$ cat src/rtl/heat_mesh_pkg.sv
package heat_mesh_pkg;

    typedef enum logic [2:0] {
        PH_IDLE,
        PH_LOAD,
        PH_STEP,
        PH_SAVE,
        PH_FIN
    } phase_e;

endpackage

$ cat src/rtl/mesh_pe.sv
module mesh_pe #(
    parameter int W    = 16,
    parameter int CW   = 16,
    parameter int FRAC = 8
) (
    input  logic signed [W-1:0]  left,
    input  logic signed [W-1:0]  mid,
    input  logic signed [W-1:0]  right,
    input  logic signed [CW-1:0] coef,
    output logic signed [W-1:0]  nxt
);
    localparam int LW = W + 2;
    localparam int PW = LW + CW;

    logic signed [LW-1:0] l_x, m_x, r_x, lap;
    logic signed [PW-1:0] lap_x, c_x, prod, scaled;

    always_comb begin
        l_x    = {{2{left[W-1]}}, left};
        m_x    = {{2{mid[W-1]}}, mid};
        r_x    = {{2{right[W-1]}}, right};
        lap    = l_x + r_x - (m_x <<< 1);
        lap_x  = {{CW{lap[LW-1]}}, lap};
        c_x    = {{LW{coef[CW-1]}}, coef};
        prod   = lap_x * c_x;
        scaled = prod >>> FRAC;
        nxt    = mid + scaled[W-1:0];
    end

endmodule

$ cat src/rtl/mesh_regbank.sv
module mesh_regbank #(
    parameter int NPTS = 8,
    parameter int W    = 16,
    localparam int IDXW = $clog2(NPTS),
    localparam int NI   = NPTS - 2
) (
    input  logic                    clk,
    input  logic                    rst_n,
    input  logic                    load_en,
    input  logic [IDXW-1:0]         load_idx,
    input  logic [W-1:0]            load_data,
    input  logic                    step_en,
    input  logic [NI-1:0][W-1:0]    step_vals,
    output logic [NPTS-1:0][W-1:0]  regs
);
    logic [NPTS-1:0][W-1:0] regs_d, regs_q;

    always_comb begin
        regs_d = regs_q;
        if (load_en) begin
            regs_d[load_idx] = load_data;
        end else if (step_en) begin
            for (int k = 1; k < NPTS - 1; k++) begin
                regs_d[k] = step_vals[k-1];
            end
        end
    end

    always_ff @(posedge clk or negedge rst_n) begin
        if (!rst_n) regs_q <= '0;
        else        regs_q <= regs_d;
    end

    assign regs = regs_q;

    // a step never touches the two boundary registers
    a_r4_edges_hold: assert property (@(posedge clk) disable iff (!rst_n)
        (step_en && !load_en) |=> (regs_q[0] == $past(regs_q[0])) &&
                                  (regs_q[NPTS-1] == $past(regs_q[NPTS-1])));

endmodule

$ cat src/rtl/heat_mesh_stepper.sv
module heat_mesh_stepper
    import heat_mesh_pkg::*;
#(
    parameter int NPTS = 8,
    parameter int W    = 16,
    parameter int CW   = 16,
    parameter int FRAC = 8,
    parameter int NW   = 8,
    parameter int CYW  = 32,
    localparam int AW  = NW + $clog2(NPTS)
) (
    input  logic           clk,
    input  logic           rst_n,
    input  logic           start,
    input  logic [NW-1:0]  steps,
    input  logic [CW-1:0]  coef,
    input  logic           final_only,
    output logic           busy,
    output logic           done,
    output logic           rd_en,
    output logic [AW-1:0]  rd_addr,
    input  logic [W-1:0]   rd_data,
    output logic           wr_en,
    output logic [AW-1:0]  wr_addr,
    output logic [W-1:0]   wr_data,
    output logic [CYW-1:0] cycles
);
    localparam int IDXW = $clog2(NPTS);
    localparam int CNTW = $clog2(NPTS + 1);
    localparam int NI   = NPTS - 2;
    localparam logic [CNTW-1:0] CNT_FULL = CNTW'(NPTS);
    localparam logic [CNTW-1:0] CNT_LAST = CNTW'(NPTS - 1);
    localparam logic [CNTW-1:0] CNT_ONE  = CNTW'(1);
    localparam logic [NW-1:0]   STEP_ONE = NW'(1);
    localparam logic [AW-1:0]   ROW_SZ   = AW'(NPTS);

    typedef struct packed {
        phase_e                ph;
        logic [CNTW-1:0]       idx;
        logic [NW-1:0]         step;
        logic [NW-1:0]         nsteps;
        logic signed [CW-1:0]  coef;
        logic                  fin;
        logic [CYW-1:0]        cyc;
    } ctl_t;

    ctl_t ctl_d, ctl_q;

    logic                   ld_en, st_en, last_step;
    logic [IDXW-1:0]        ld_idx;
    logic [NW-1:0]          row;
    logic [NPTS-1:0][W-1:0] regs;
    logic [NI-1:0][W-1:0]   pe_vals;

    // Six (NPTS-2) kernels, one per interior point, sharing one coefficient
    for (genvar i = 1; i < NPTS - 1; i++) begin : g_pe
        mesh_pe #(.W(W), .CW(CW), .FRAC(FRAC)) i_pe (
            .left  (regs[i-1]),
            .mid   (regs[i]),
            .right (regs[i+1]),
            .coef  (ctl_q.coef),
            .nxt   (pe_vals[i-1])
        );
    end

    mesh_regbank #(.NPTS(NPTS), .W(W)) i_bank (
        .clk       (clk),
        .rst_n     (rst_n),
        .load_en   (ld_en),
        .load_idx  (ld_idx),
        .load_data (rd_data),
        .step_en   (st_en),
        .step_vals (pe_vals),
        .regs      (regs)
    );

    always_comb begin
        ctl_d     = ctl_q;
        rd_en     = 1'b0;
        ld_en     = 1'b0;
        st_en     = 1'b0;
        wr_en     = 1'b0;
        ld_idx    = IDXW'(ctl_q.idx - CNT_ONE);
        rd_addr   = AW'(ctl_q.idx);
        last_step = (ctl_q.step == ctl_q.nsteps - STEP_ONE);
        row       = ctl_q.fin ? STEP_ONE : ctl_q.step + STEP_ONE;
        wr_addr   = AW'(row) * ROW_SZ + AW'(ctl_q.idx);
        wr_data   = regs[ctl_q.idx[IDXW-1:0]];

        if (ctl_q.ph != PH_IDLE) ctl_d.cyc = ctl_q.cyc + CYW'(1);

        unique case (ctl_q.ph)
            PH_IDLE: begin
                if (start) begin
                    ctl_d.ph     = PH_LOAD;
                    ctl_d.idx    = '0;
                    ctl_d.step   = '0;
                    ctl_d.nsteps = steps;
                    ctl_d.coef   = coef;
                    ctl_d.fin    = final_only;
                    ctl_d.cyc    = '0;
                end
            end
            PH_LOAD: begin
                rd_en = (ctl_q.idx != CNT_FULL);
                ld_en = (ctl_q.idx != '0);
                if (ctl_q.idx == CNT_FULL) begin
                    ctl_d.idx = '0;
                    ctl_d.ph  = (ctl_q.nsteps == '0) ? PH_FIN : PH_STEP;
                end else begin
                    ctl_d.idx = ctl_q.idx + CNT_ONE;
                end
            end
            PH_STEP: begin
                st_en = 1'b1;
                if (!ctl_q.fin || last_step) begin
                    ctl_d.ph  = PH_SAVE;
                    ctl_d.idx = '0;
                end else begin
                    ctl_d.step = ctl_q.step + STEP_ONE;
                end
            end
            PH_SAVE: begin
                wr_en = 1'b1;
                if (ctl_q.idx == CNT_LAST) begin
                    ctl_d.idx = '0;
                    if (last_step) begin
                        ctl_d.ph = PH_FIN;
                    end else begin
                        ctl_d.ph   = PH_STEP;
                        ctl_d.step = ctl_q.step + STEP_ONE;
                    end
                end else begin
                    ctl_d.idx = ctl_q.idx + CNT_ONE;
                end
            end
            PH_FIN: begin
                ctl_d.ph = PH_IDLE;
            end
            default: ctl_d.ph = PH_IDLE;
        endcase
    end

    always_ff @(posedge clk or negedge rst_n) begin
        if (!rst_n) begin
            ctl_q    <= '0;
            ctl_q.ph <= PH_IDLE;
        end else begin
            ctl_q <= ctl_d;
        end
    end

    assign busy   = (ctl_q.ph != PH_IDLE);
    assign done   = (ctl_q.ph == PH_FIN);
    assign cycles = ctl_q.cyc;

    // one memory port, so reads and writes never overlap
    a_r2_single_port: assert property (@(posedge clk) disable iff (!rst_n)
        !(rd_en && wr_en));

    // a row goes out on consecutive addresses without gaps
    a_r5_row_contiguous: assert property (@(posedge clk) disable iff (!rst_n)
        (wr_en && ctl_q.idx != CNT_LAST) |=>
            (wr_en && wr_addr == $past(wr_addr) + AW'(1)));

    // a zero-step run never writes
    a_r7_no_write_zero: assert property (@(posedge clk) disable iff (!rst_n)
        (busy && ctl_q.nsteps == '0) |-> !wr_en);

    // done lasts one cycle and ends the busy window
    a_r8_done_pulse: assert property (@(posedge clk) disable iff (!rst_n)
        done |=> (!done && !busy));

    // the counter advances by one on every busy cycle before done
    a_r9_count_step: assert property (@(posedge clk) disable iff (!rst_n)
        (busy && !done) |=> (cycles == $past(cycles) + CYW'(1)));

endmodule

$ cat config.mk
export PLATFORM = sky130hd
export DESIGN_NAME = heat_mesh_stepper
export DESIGN_NICKNAME = d
export VERILOG_FILES = /design/src/rtl/heat_mesh_pkg.sv /design/src/rtl/mesh_pe.sv /design/src/rtl/mesh_regbank.sv /design/src/rtl/heat_mesh_stepper.sv
export SDC_FILE = /design/constraint.sdc
export NUM_CORES = 2
export LEC_CHECK = 0
export BUFFER_PORTS_ARGS = -buffer_cell sky130_fd_sc_hd__buf_4
export CORE_MARGIN = 4
export CORE_UTILIZATION = 28
export CTS_BUF_LIST = sky130_fd_sc_hd__clkbuf_8 sky130_fd_sc_hd__clkbuf_16
export CTS_CLUSTER_SIZE = 14
export DETAILED_ROUTE_END_ITERATION = 8
export GPL_TIMING_DRIVEN = 0
export PLACE_DENSITY = 0.51
export SLEW_MARGIN = 20
export SYNTH_ARGS = -nofsm -noshare
export SYNTH_HDL_FRONTEND = slang
export SYNTH_HIERARCHICAL = 1
export SYNTH_SLANG_ARGS = --single-unit
$ cat constraint.sdc
create_clock -name clk -period 22.2 [get_ports clk]
set_input_delay 1.11 -clock clk [delete_from_list [all_inputs] [get_ports clk]]
set_output_delay 1.11 -clock clk [all_outputs]
set_load 0.005 [all_outputs]
==> impl_metrics.ini <==
[run_status]
outcome = complete, no violations

[yosys]
ys_ff_latch = 200
post-synth-top-area-fraction_pct = 36.0
synthesis.area_mm2 = 0.0687
synth-seq-area-share_pct = 7.29
synth-warning-count = 6
synth_top_cell_by_area = sky130_fd_sc_hd__fa_1
top_flip_flop_cell_by_instance_count_after_synthesis = sky130_fd_sc_hd__dfrtp_1
synth_enable_flop_cells = 0
unique_cell_type_count_in_the_yosys_netlist = 127
post_synth.cell_area_avg_um2 = 8.84
area_contributors_post_synth = sky130_fd_sc_hd__fa_1 36%, sky130_fd_sc_hd__ha_1 12%, sky130_fd_sc_hd__inv_1 11%
synth_async_sr_flop_share_pct = 100
postSynthCellCount = 7763

[sta]
setup_viol_count_final = 0
max_clock_freq_mhz = 84.1
finalMaxSlewViolations = 0
worst_slew_pin_slew_ps = 1250
postLayoutSetupSlackWorst_ps = 10310
timing.final.crit_period_ps = 11890
finalCritPeriodShare_pct = 53.6
max-slew-margin-rel_pct = 16.7
report.final.hold_viol_count = 0
setup_repair_after_global_routing_missed_its_margin = no
timing.setup.tns_ps = 0
skew_ps = 19.0
final_hold_slack_ps = 503

[cts]
numCtsBuffers = 17
cts_tree = done
cts_resized = 0
post_cts.repair.setup_buffers = 0
clockRootBuffer = sky130_fd_sc_hd__clkbuf_16
clock_tree.buffer_depth = 2
cts.sinks = 200
clk_pin_slew_ps = 90
clkLatencyLatePin_ps = 490
cts.htree.levels = 4
hold_buffers = 0

[route]
post_drt_via_cell_ratio = 4.68
final_ant_viol_nets = 0
drt-initial-drc-count = 3242
drt_wl_total_mm = 218
routedWlPerCell_um = 19.6
detail_route.first_pass.iterations = 8
post-route-drc-count = 0
vias = 52092

[floorplanning]
die-height_um = 503
core_region_area_mm2 = 0.244
ios = 118
initial_utilization_pct = 28.2
die_area_mm2 = 0.253
die_outline_width_um = 503
row_count = 181

[global_route]
grt_start_max_net_pins = 80
grt.total_usage_pct = 17.4
grt_antenna_before_repair = 22
gr-total-overflow = 0
first_pass_grt_wire_length_mm = 339
number_of_global_route_vias_before_repair = 55493

[place]
gp_congestion = 0.885
dpl.hpwl_mm = 181
place.port_buffers = 94
place_ws_ps = 10360

[critical_path]
critical_path_required_ps = 22570
slowest_stage_cell_crit_path = sky130_fd_sc_hd__dfrtp_1
worst-path-stages = 44
timing.critical_path.buf_inv = 9
worst_path_top_cell_family_by_delay = adder cells
critical_path.max_fanout = 10
timing.critical_path.arrival_ps = 12260
critical_path.endpoint_type = flop
worst_path_most_repeated_cell = sky130_fd_sc_hd__inv_1
reg2reg_depth = 44
criticalPathCategory = flop to flop
max_stage_delay_ps = 740
crit_path_start_kind = flop

[cells_and_area]
layout.cells.most_common = sky130_fd_sc_hd__inv_1
nNetsFinal = 9818
share_of_the_core_filled_with_cells_in_the_final_layout_pct = 30.6
post_route_cells_drive_above_1_share_pct = 6.15
layout.cells.most_common_list = 2,010 x sky130_fd_sc_hd__inv_1, 1,236 x sky130_fd_sc_hd__fa_1, 731 x sky130_fd_sc_hd__nand2_1, 638 x sky130_fd_sc_hd__ha_1, 617 x sky130_fd_sc_hd__and2_1
flow.area_growth_from_synthesis_pct = 8.53

[min_path]
min_path_type = primary input to asynchronous set/reset pin

[run]
cap_viol_max_count = 0
==> layout make-up <==
class,instances,area (um2)
clock buffers,17,425
well taps,3202,4010
multi-input cells,5251,54800
flip-flops and latches,200,5050
diodes,9,22.5
clock inverters,15,180
inverters,2011,7550
repair buffers,112,1090
plain buffers,307,1410
fillers,25965,169000
==> worst register-to-register path, delay by kind of cell (launching register included) <==
kind | cells | cell delay (ps)
fa+ha+maj | 10 | 4420
buf+inv | 9 | 1060
xor+xnor | 5 | 1560
compound gates | 14 | 3330
simple gates | 6 | 700
flops | 1 | 740
==> cells in the mapped netlist (all sizes together), types with 55 or more instances <==
cell / count
inv: 2010
fa: 1236
nand2: 738
ha: 638
and2: 619
xnor2: 284
nor2: 241
clkbuf: 207
dfrtp: 200
a21oi: 198
a21o: 151
o21ai: 108
buf: 100
a22o: 97
nand2b: 87
nor3: 81
xor2: 80
mux2: 79
nor2b: 77
o21a: 60
nand3: 55
==> state kept, by name, summed over array words and instances (netlist names) <==
signal	count
rd_addr	4
i_bank/regs	128
cycles	32
ctl_q	36
==> cells by family (layout without fill, tap and decap cells) <==
| kind of cell | after synthesis | after routing | share of synthesized area [%] |
|---|---|---|---|
| and+or+nand+nor | 2042 | 2042 | 15.2 |
| adders and majority gates | 1874 | 1874 | 47.7 |
| xor gates and xnor gates | 384 | 384 | 5.49 |
| muxes | 123 | 123 | 2.55 |
| AOI/OAI and AO/OA | 821 | 821 | 8.72 |
| buffers and inverters | 2318 | 2462 | 13.0 |
| other | 1 | 16 | 0.00546 |
| DFF | 200 | 200 | 7.29 |
==> stage by stage <==
stage / area (um2) / cells
6_report: 74500 / 11124
5_1_grt: 74500 / 11120
4_1_cts: 74500 / 11115
3_5_place_dp: 73900 / 11083
3_3_place_gp: 73400 / 11065
2_1_floorplan: 68700 / 7769
==> layer usage <==
layer | wire, um | vias to the layer above | track usage, %
met3 | 12500 | 231 | 2.14
met1 | 96500 | 26711 | 24.0
met4 | 6400 | 0 | 4.48
met5 | 0 | - | 0
li1 | - | 23746 | -
met2 | 102000 | 1404 | 29.0
==> worst paths after layout <==
check | startpoint | end | slack [ps]
max in group asynchronous | rst_n | ctl_q[39] | 20470
min in group clk | cycles[18] | cycles[18] | 520
worst max register to register | i_bank/regs[66] | i_bank/regs[95] | 10310
worst min register to register | cycles[18] | cycles[18] | 520
worst max-delay path | i_bank/regs[66] | i_bank/regs[95] | 10310
worst min-delay path | rst_n | cycles[14] | 500
Power is not shown: default switching activity piles up to over one toggle a cycle in this logic, so the estimate is an artifact.
